## src/rtl/sar_seq_pkg.sv

```systemverilog
package sar_seq_pkg;

  typedef enum logic [1:0] {
    PH_IDLE,
    PH_SAMPLE,
    PH_APPROX,
    PH_PAD
  } sar_phase_e;

endpackage

```

## src/rtl/sar_tick_gen.sv

```systemverilog
module sar_tick_gen (
  input  logic clk,
  input  logic rst_n,
  input  logic restart_i,
  input  logic run_i,
  input  logic half_i,
  output logic tick_o
);

  logic ph_q;
  logic ph_d;
  logic ph_en;

  assign ph_en = restart_i | run_i;

  always_comb begin
    if (restart_i) ph_d = 1'b0;
    else           ph_d = ~ph_q;
  end

  always_ff @(posedge clk or negedge rst_n) begin
    if (!rst_n)     ph_q <= 1'b0;
    else if (ph_en) ph_q <= ph_d;
  end

  assign tick_o = half_i ? ph_q : 1'b1;

endmodule

```

## src/rtl/sar_timer.sv

```systemverilog
module sar_timer
  import sar_seq_pkg::*;
#(
  parameter int RES_BITS   = 8,
  parameter int SAMPLE_CYC = 12,
  parameter int SLOT_CYC   = 4,
  parameter int TOTAL_CYC  = 160,
  localparam int CNT_W     = $clog2(TOTAL_CYC),
  localparam int SLOT_W    = (SLOT_CYC > 1) ? $clog2(SLOT_CYC) : 1,
  localparam int BIT_W     = $clog2(RES_BITS)
) (
  input  logic             clk,
  input  logic             rst_n,
  input  logic             accept_i,
  input  logic             tick_i,
  output logic             busy_o,
  output sar_phase_e       phase_o,
  output logic [BIT_W-1:0] bit_o,
  output logic             slot_end_o,
  output logic             finish_o
);

  localparam int APPROX_END = SAMPLE_CYC + RES_BITS * SLOT_CYC;

  logic              busy_q, busy_d;
  logic [CNT_W-1:0]  cnt_q, cnt_d;
  logic [SLOT_W-1:0] slot_q, slot_d;
  logic [BIT_W-1:0]  bit_q, bit_d;
  logic              step_en;
  logic              in_approx;

  assign step_en   = accept_i | (busy_q & tick_i);
  assign in_approx = busy_q && (cnt_q >= CNT_W'(SAMPLE_CYC)) && (cnt_q < CNT_W'(APPROX_END));
  assign finish_o  = busy_q & tick_i & (cnt_q == CNT_W'(TOTAL_CYC - 1));
  assign slot_end_o = in_approx & tick_i & (slot_q == SLOT_W'(SLOT_CYC - 1));

  always_comb begin
    busy_d = busy_q;
    cnt_d  = cnt_q;
    slot_d = slot_q;
    bit_d  = bit_q;
    if (accept_i) begin
      busy_d = 1'b1;
      cnt_d  = '0;
      slot_d = '0;
      bit_d  = BIT_W'(RES_BITS - 1);
    end else begin
      if (finish_o) begin
        busy_d = 1'b0;
        cnt_d  = '0;
      end else begin
        cnt_d = cnt_q + 1'b1;
      end
      if (in_approx) begin
        if (slot_end_o) begin
          slot_d = '0;
          bit_d  = bit_q - 1'b1;
        end else begin
          slot_d = slot_q + 1'b1;
        end
      end
    end
  end

  always_ff @(posedge clk or negedge rst_n) begin
    if (!rst_n) begin
      busy_q <= 1'b0;
      cnt_q  <= '0;
      slot_q <= '0;
      bit_q  <= '0;
    end else if (step_en) begin
      busy_q <= busy_d;
      cnt_q  <= cnt_d;
      slot_q <= slot_d;
      bit_q  <= bit_d;
    end
  end

  always_comb begin
    if (!busy_q)                          phase_o = PH_IDLE;
    else if (cnt_q < CNT_W'(SAMPLE_CYC))  phase_o = PH_SAMPLE;
    else if (in_approx)                   phase_o = PH_APPROX;
    else                                  phase_o = PH_PAD;
  end

  assign busy_o = busy_q;
  assign bit_o  = bit_q;

  AST_CNT_IN_RANGE: assert property (@(posedge clk) disable iff (!rst_n)
    busy_q |-> (cnt_q < CNT_W'(TOTAL_CYC))) else $error("counter out of range");

  AST_SAMPLE_FIRST: assert property (@(posedge clk) disable iff (!rst_n)
    accept_i |=> (phase_o == PH_SAMPLE)) else $error("sample not first");

endmodule

```

## src/rtl/sar_code_reg.sv

```systemverilog
module sar_code_reg #(
  parameter int RES_BITS = 8,
  localparam int BIT_W   = $clog2(RES_BITS)
) (
  input  logic                clk,
  input  logic                rst_n,
  input  logic                accept_i,
  input  logic                approx_i,
  input  logic [BIT_W-1:0]    bit_i,
  input  logic                slot_end_i,
  input  logic                finish_i,
  input  logic                cmp_i,
  output logic [RES_BITS-1:0] dac_o,
  output logic [RES_BITS-1:0] result_o,
  output logic                done_o,
  output logic                irq_o
);

  logic [RES_BITS-1:0] code_q, code_d;
  logic [RES_BITS-1:0] res_q;
  logic                done_q, done_d;
  logic                irq_q;
  logic                code_en;
  logic                done_en;
  logic [RES_BITS-1:0] trial_mask;

  assign code_en = accept_i | slot_end_i;
  assign done_en = accept_i | finish_i;

  always_comb begin
    code_d = code_q;
    if (accept_i) code_d = '0;
    else          code_d[bit_i] = cmp_i;
  end

  assign done_d = finish_i;

  always_ff @(posedge clk or negedge rst_n) begin
    if (!rst_n)       code_q <= '0;
    else if (code_en) code_q <= code_d;
  end

  always_ff @(posedge clk or negedge rst_n) begin
    if (!rst_n)        res_q <= '0;
    else if (finish_i) res_q <= code_q;
  end

  always_ff @(posedge clk or negedge rst_n) begin
    if (!rst_n)       done_q <= 1'b0;
    else if (done_en) done_q <= done_d;
  end

  always_ff @(posedge clk or negedge rst_n) begin
    if (!rst_n) irq_q <= 1'b0;
    else        irq_q <= finish_i;
  end

  always_comb begin
    trial_mask = '0;
    if (approx_i) trial_mask[bit_i] = 1'b1;
  end

  assign dac_o    = code_q | trial_mask;
  assign result_o = res_q;
  assign done_o   = done_q;
  assign irq_o    = irq_q;

  AST_IRQ_SINGLE: assert property (@(posedge clk) disable iff (!rst_n)
    irq_q |=> !irq_q) else $error("irq longer than one cycle");

  AST_RESULT_HOLD: assert property (@(posedge clk) disable iff (!rst_n)
    !irq_q |-> $stable(res_q)) else $error("result changed without irq");

  AST_DONE_CLEARS: assert property (@(posedge clk) disable iff (!rst_n)
    accept_i |=> !done_q) else $error("done not cleared on start");

endmodule

```

## src/rtl/sar_seq.sv

```systemverilog
module sar_seq
  import sar_seq_pkg::*;
#(
  parameter int RES_BITS   = 8,
  parameter int CHAN_BITS  = 3,
  parameter int SAMPLE_CYC = 12,
  parameter int SLOT_CYC   = 4,
  parameter int TOTAL_CYC  = 160,
  localparam int BIT_W     = $clog2(RES_BITS)
) (
  input  logic                 clk,
  input  logic                 rst_n,
  input  logic                 start_i,
  input  logic [CHAN_BITS-1:0] chan_i,
  input  logic                 half_clk_i,
  input  logic                 cmp_i,
  output logic [CHAN_BITS-1:0] mux_sel_o,
  output logic [RES_BITS-1:0]  dac_code_o,
  output logic                 sample_o,
  output logic                 busy_o,
  output logic                 done_o,
  output logic                 irq_o,
  output logic [RES_BITS-1:0]  result_o
);

  logic                 busy;
  logic                 accept;
  logic                 tick;
  logic                 slot_end;
  logic                 finish;
  logic [BIT_W-1:0]     bit_idx;
  sar_phase_e           phase;
  logic [CHAN_BITS-1:0] chan_q;
  logic                 half_q;

  assign accept = start_i & ~busy;

  always_ff @(posedge clk or negedge rst_n) begin
    if (!rst_n) begin
      chan_q <= '0;
      half_q <= 1'b0;
    end else if (accept) begin
      chan_q <= chan_i;
      half_q <= half_clk_i;
    end
  end

  sar_tick_gen u_tick (
    .clk       (clk),
    .rst_n     (rst_n),
    .restart_i (accept),
    .run_i     (busy),
    .half_i    (half_q),
    .tick_o    (tick)
  );

  sar_timer #(
    .RES_BITS   (RES_BITS),
    .SAMPLE_CYC (SAMPLE_CYC),
    .SLOT_CYC   (SLOT_CYC),
    .TOTAL_CYC  (TOTAL_CYC)
  ) u_timer (
    .clk        (clk),
    .rst_n      (rst_n),
    .accept_i   (accept),
    .tick_i     (tick),
    .busy_o     (busy),
    .phase_o    (phase),
    .bit_o      (bit_idx),
    .slot_end_o (slot_end),
    .finish_o   (finish)
  );

  sar_code_reg #(
    .RES_BITS (RES_BITS)
  ) u_code (
    .clk        (clk),
    .rst_n      (rst_n),
    .accept_i   (accept),
    .approx_i   (phase == PH_APPROX),
    .bit_i      (bit_idx),
    .slot_end_i (slot_end),
    .finish_i   (finish),
    .cmp_i      (cmp_i),
    .dac_o      (dac_code_o),
    .result_o   (result_o),
    .done_o     (done_o),
    .irq_o      (irq_o)
  );

  assign mux_sel_o = chan_q;
  assign sample_o  = (phase == PH_SAMPLE);
  assign busy_o    = busy;

  AST_MUX_HELD: assert property (@(posedge clk) disable iff (!rst_n)
    (busy && $past(busy)) |-> $stable(mux_sel_o)) else $error("selector moved while busy");

  AST_SAMPLE_IN_BUSY: assert property (@(posedge clk) disable iff (!rst_n)
    sample_o |-> busy_o) else $error("sample outside busy");

  AST_IRQ_IDLE: assert property (@(posedge clk) disable iff (!rst_n)
    irq_o |-> (done_o && !busy_o)) else $error("irq without done");

endmodule

```

## config.mk

```make
export PLATFORM = sky130hd
export DESIGN_NAME = sar_seq
export DESIGN_NICKNAME = d
export VERILOG_FILES = /design/src/rtl/sar_seq_pkg.sv /design/src/rtl/sar_tick_gen.sv /design/src/rtl/sar_timer.sv /design/src/rtl/sar_code_reg.sv /design/src/rtl/sar_seq.sv
export SDC_FILE = /design/constraint.sdc
export NUM_CORES = 1
export LEC_CHECK = 0
export CORE_AREA = 2 2 73 75
export CTS_CLUSTER_DIAMETER = 200
export DETAILED_ROUTE_END_ITERATION = 10
export DIE_AREA = 0 0 75 77
export MAX_ROUTING_LAYER = met4
export RECOVER_POWER = 50
export SYNTH_ARGS = -nofsm -noshare
export SYNTH_HDL_FRONTEND = slang
export SYNTH_SLANG_ARGS = --single-unit
```

## constraint.sdc

```tcl
create_clock -name clk -period 3.4 [get_ports clk]
set_clock_uncertainty 0.15 [all_clocks]
set_input_delay 0.34 -clock clk [delete_from_list [all_inputs] [get_ports clk]]
set_output_delay 0.34 -clock clk [all_outputs]
set_load 0.02 [all_outputs]
```

==> results.md <==
* Initial Util at 0.390
* Grt total ovfl at 0
* Global-route wire length before repair at 7.70 mm
* Final ANT Viol Nets at 0
* CP startpoint kind: flop
* Measured slew at the worst slew-check pin at approximately 2.0 ns
* Io pins at 31
* Longest Clk Path Bufs at 2
* Hold crit path type: flop to flop
* CTS Hold Bufs at 0
* Routed len/inst at 14.6 µm
* Setup CP Type: flop to primary output
* FF-to-FF Start: u_timer.busy_o
* Fmax at roughly 320 MHz
* Initial antenna violation count at 0
* Ys async rst share at 1.00
* Nets at 240
* CP startpoint: u_timer.busy_o
* Syn Nets at roughly 210
* Via count at approximately 1600
* Top_reg_cell synth: dfrtp_1
* Cts repair resizes at 0
* Pwr Density at a little under 900 mW/mm²
* Syn avg cell area at between 9 and 10 µm²
* CP Max Fanout at 13
* WP data required at approximately 2.9 ns
* Skew-Pair Late Insertion Delay at 0.29 ns
* WP data arrival at 2.66 ns
* Share of post-route cells with drive strength above 1 at 0.118
* Synth area leader: dfrtp_1
* Slew Viols, Final at 38
* Synth Register Bits at 37
* Antenna Cells at 0
* DR pass1 iterations at 4
* CTS tree: built
* Share of the synthesized area in the top cell type at 0.476
* Post-DR vias/cell at approximately 5.2
* Total Neg Setup Slack at 0 ns
* Row cnt at 26
* Final WS setup at about 0.25 ns
* CTS sink count at 37
* PortBufs at 30
* Placed cells at between 200 and 300
* Die X at between 70 and 80 µm
* Vias in the first global route at 1568
* Core area at approximately 0.005 mm²
* Hold Violations, Final at 0
* CTS HTree Levels at 2
* Tcrit/Tclk final at 0.927
* Dpl ws at between 0.5 and 0.6 ns
* Height of the die at ~77 µm
* Post-Syn Area at a little under 0.002 mm²
* Post-CTS Setup Bufs at 0
* Synth unique cells at 38
* DP HPWL at roughly 3 mm
* Cell count after synthesis at ~200
* Post-synth EDFFs at 0
* Min-delay src: mux_sel_o[0]
* DRC at 0
* Clk root buf: clkbuf_8
* Gpl congestion at between 0.8 and 0.9
* Top post-synthesis cells by area: dfrtp_1, nand2_1, mux2_2, mux2i_1, nand3_1
* Most numerous cell in the Yosys netlist: dfrtp_1
* Slew margin rel. at -0.306
* Endpoints failing setup at 0
* YS warnings at 0
* Initial DRC Count at ~130
* Register area share after synthesis at 0.476
* CP endpoint kind: primary output
* RSZ-0062 raised after global routing: no
* Reg clk slew, reported paths at ~0.07 ns
* Die Area at around 0.0058 mm²
* Leak at approximately 1.1 nW
* Finished Layout Cells at about 300
* Tmin final at 3.15 ns
* Gr usage total at 0.177
* Largest net degree at the start of global routing at 38
* Failing checks: capacitance limit, slew limit
* Commonest cells in the netlist: dfrtp_1, nand2_1, nand3_1, nor2_1, mux2_2
* Status: complete, but fails checks
* Synth-to-Final Area Change at 22.2%
* Routed wire length at ~4.4 mm
* Worst IR drop on VDD at roughly 0.00036 V
* CTS Buf Count at 5
* Max-Cap Viols at 1
==> per-stage QoR <==
step	power [W]	util	cell area, µm²	hold WS (ns)
4_1_cts	0.00210	0.478	2380	0.0335
6_report	0.00208	0.477	2370	0.324
2_1_floorplan	0.00144	-	1940	-0.106
3_5_place_dp	0.00175	0.458	2280	0.315
3_3_place_gp	0.00175	0.458	2280	0.313
5_1_grt	0.00225	0.477	2370	0.352
==> power by group <==
group          switching (W)  total, W  internal, W  leakage (nW)
combinational       0.000534  0.000944     0.000410         0.571
sequential          0.000193  0.000790     0.000597         0.468
clock               0.000162  0.000345     0.000183        0.0542
total               0.000889   0.00208      0.00119          1.09
==> worst max-delay path, cell delays in order (launching register included) <==
cell	delay, ns
dfrtp_1	0.58
or3b_1	0.54
nor3_1	0.44
a31o_2	0.22
clkdlybuf4s50_1	0.59
==> cells by family (layout without fill, tap and decap cells) <==
family	count (synthesis)	count (layout)	share of synthesized area
AO/OA/AOI/OAI	31	31	0.122
adder cells (fa/ha/maj)	4	4	0.0258
multiplexers	15	15	0.0831
XOR/XNOR	6	6	0.0270
AND/OR/NAND/NOR	88	88	0.217
flip-flops	37	37	0.476
buffers and inverters	21	48	0.0483
==> registers in the layout, summed over array words and instances (netlist names) <==
register         cells
u_timer.busy_o       1
u_code.code_q        8
mux_sel_o            3
half_q               1
u_code.done_o        1
u_code.result_o      8
u_timer.bit_o        3
u_timer.slot_q       2
u_code.irq_o         1
u_tick.ph_q          1
u_timer.cnt_q        8
==> metal layers <==
layer	up-vias	track usage	routed length [µm]
met5	-	-	0
met4	0	0.0482	45
met3	6	0.0394	178
met2	38	0.257	2080
met1	751	0.250	2080
li1	764	-	-
==> placed cells by master (no fill, tap or decap), types with 2 or more instances in the layout <==
cell type,synthesis,final
nor4_1,2,2
nand2_1,34,34
nor2b_1,2,2
xor2_1,5,5
nor2_1,12,12
o31ai_1,4,4
a21o_1,4,4
a31o_2,5,5
a21oi_1,4,4
mux2_2,9,9
nand3_1,12,12
inv_1,8,8
nand2b_1,4,4
clkdlybuf4s50_1,0,23
nor3_1,8,8
o211ai_1,3,3
o21ai_0,4,4
nand4_1,8,8
clkbuf_8,0,7
dfrtp_1,37,37
clkbuf_1,8,2
mux2i_1,6,6
dlygate4sd3_1,0,6
ha_1,4,4
==> cell type report <==
| class | count | area (µm²) |
|---|---|---|
| clock buffers | 7 | 96.3 |
| fillers | 463 | 2600 |
| well taps | 70 | 87.6 |
| repair buffers | 32 | 305 |
| inverters | 8 | 30.0 |
| flip-flops and latches | 37 | 926 |
| clock inverters | 1 | 5.00 |
| multi-input cells | 144 | 923 |
==> final timing paths <==
check | to | slack, ns | cells after the start
max in group asynchronous | u_timer.bit_o[1] | 1.54 | 1
hold reg to reg | mux_sel_o[0] | 0.32 | 2
setup / recovery | dac_code_o[6] | 0.25 | 4
min in group asynchronous | u_timer.bit_o[2] | 0.44 | 1
setup reg to reg | u_code.code_q[1] | 1.20 | 4
hold / removal | mux_sel_o[0] | 0.32 | 2
No activity file was read; power rests on OpenSTA's default activity.
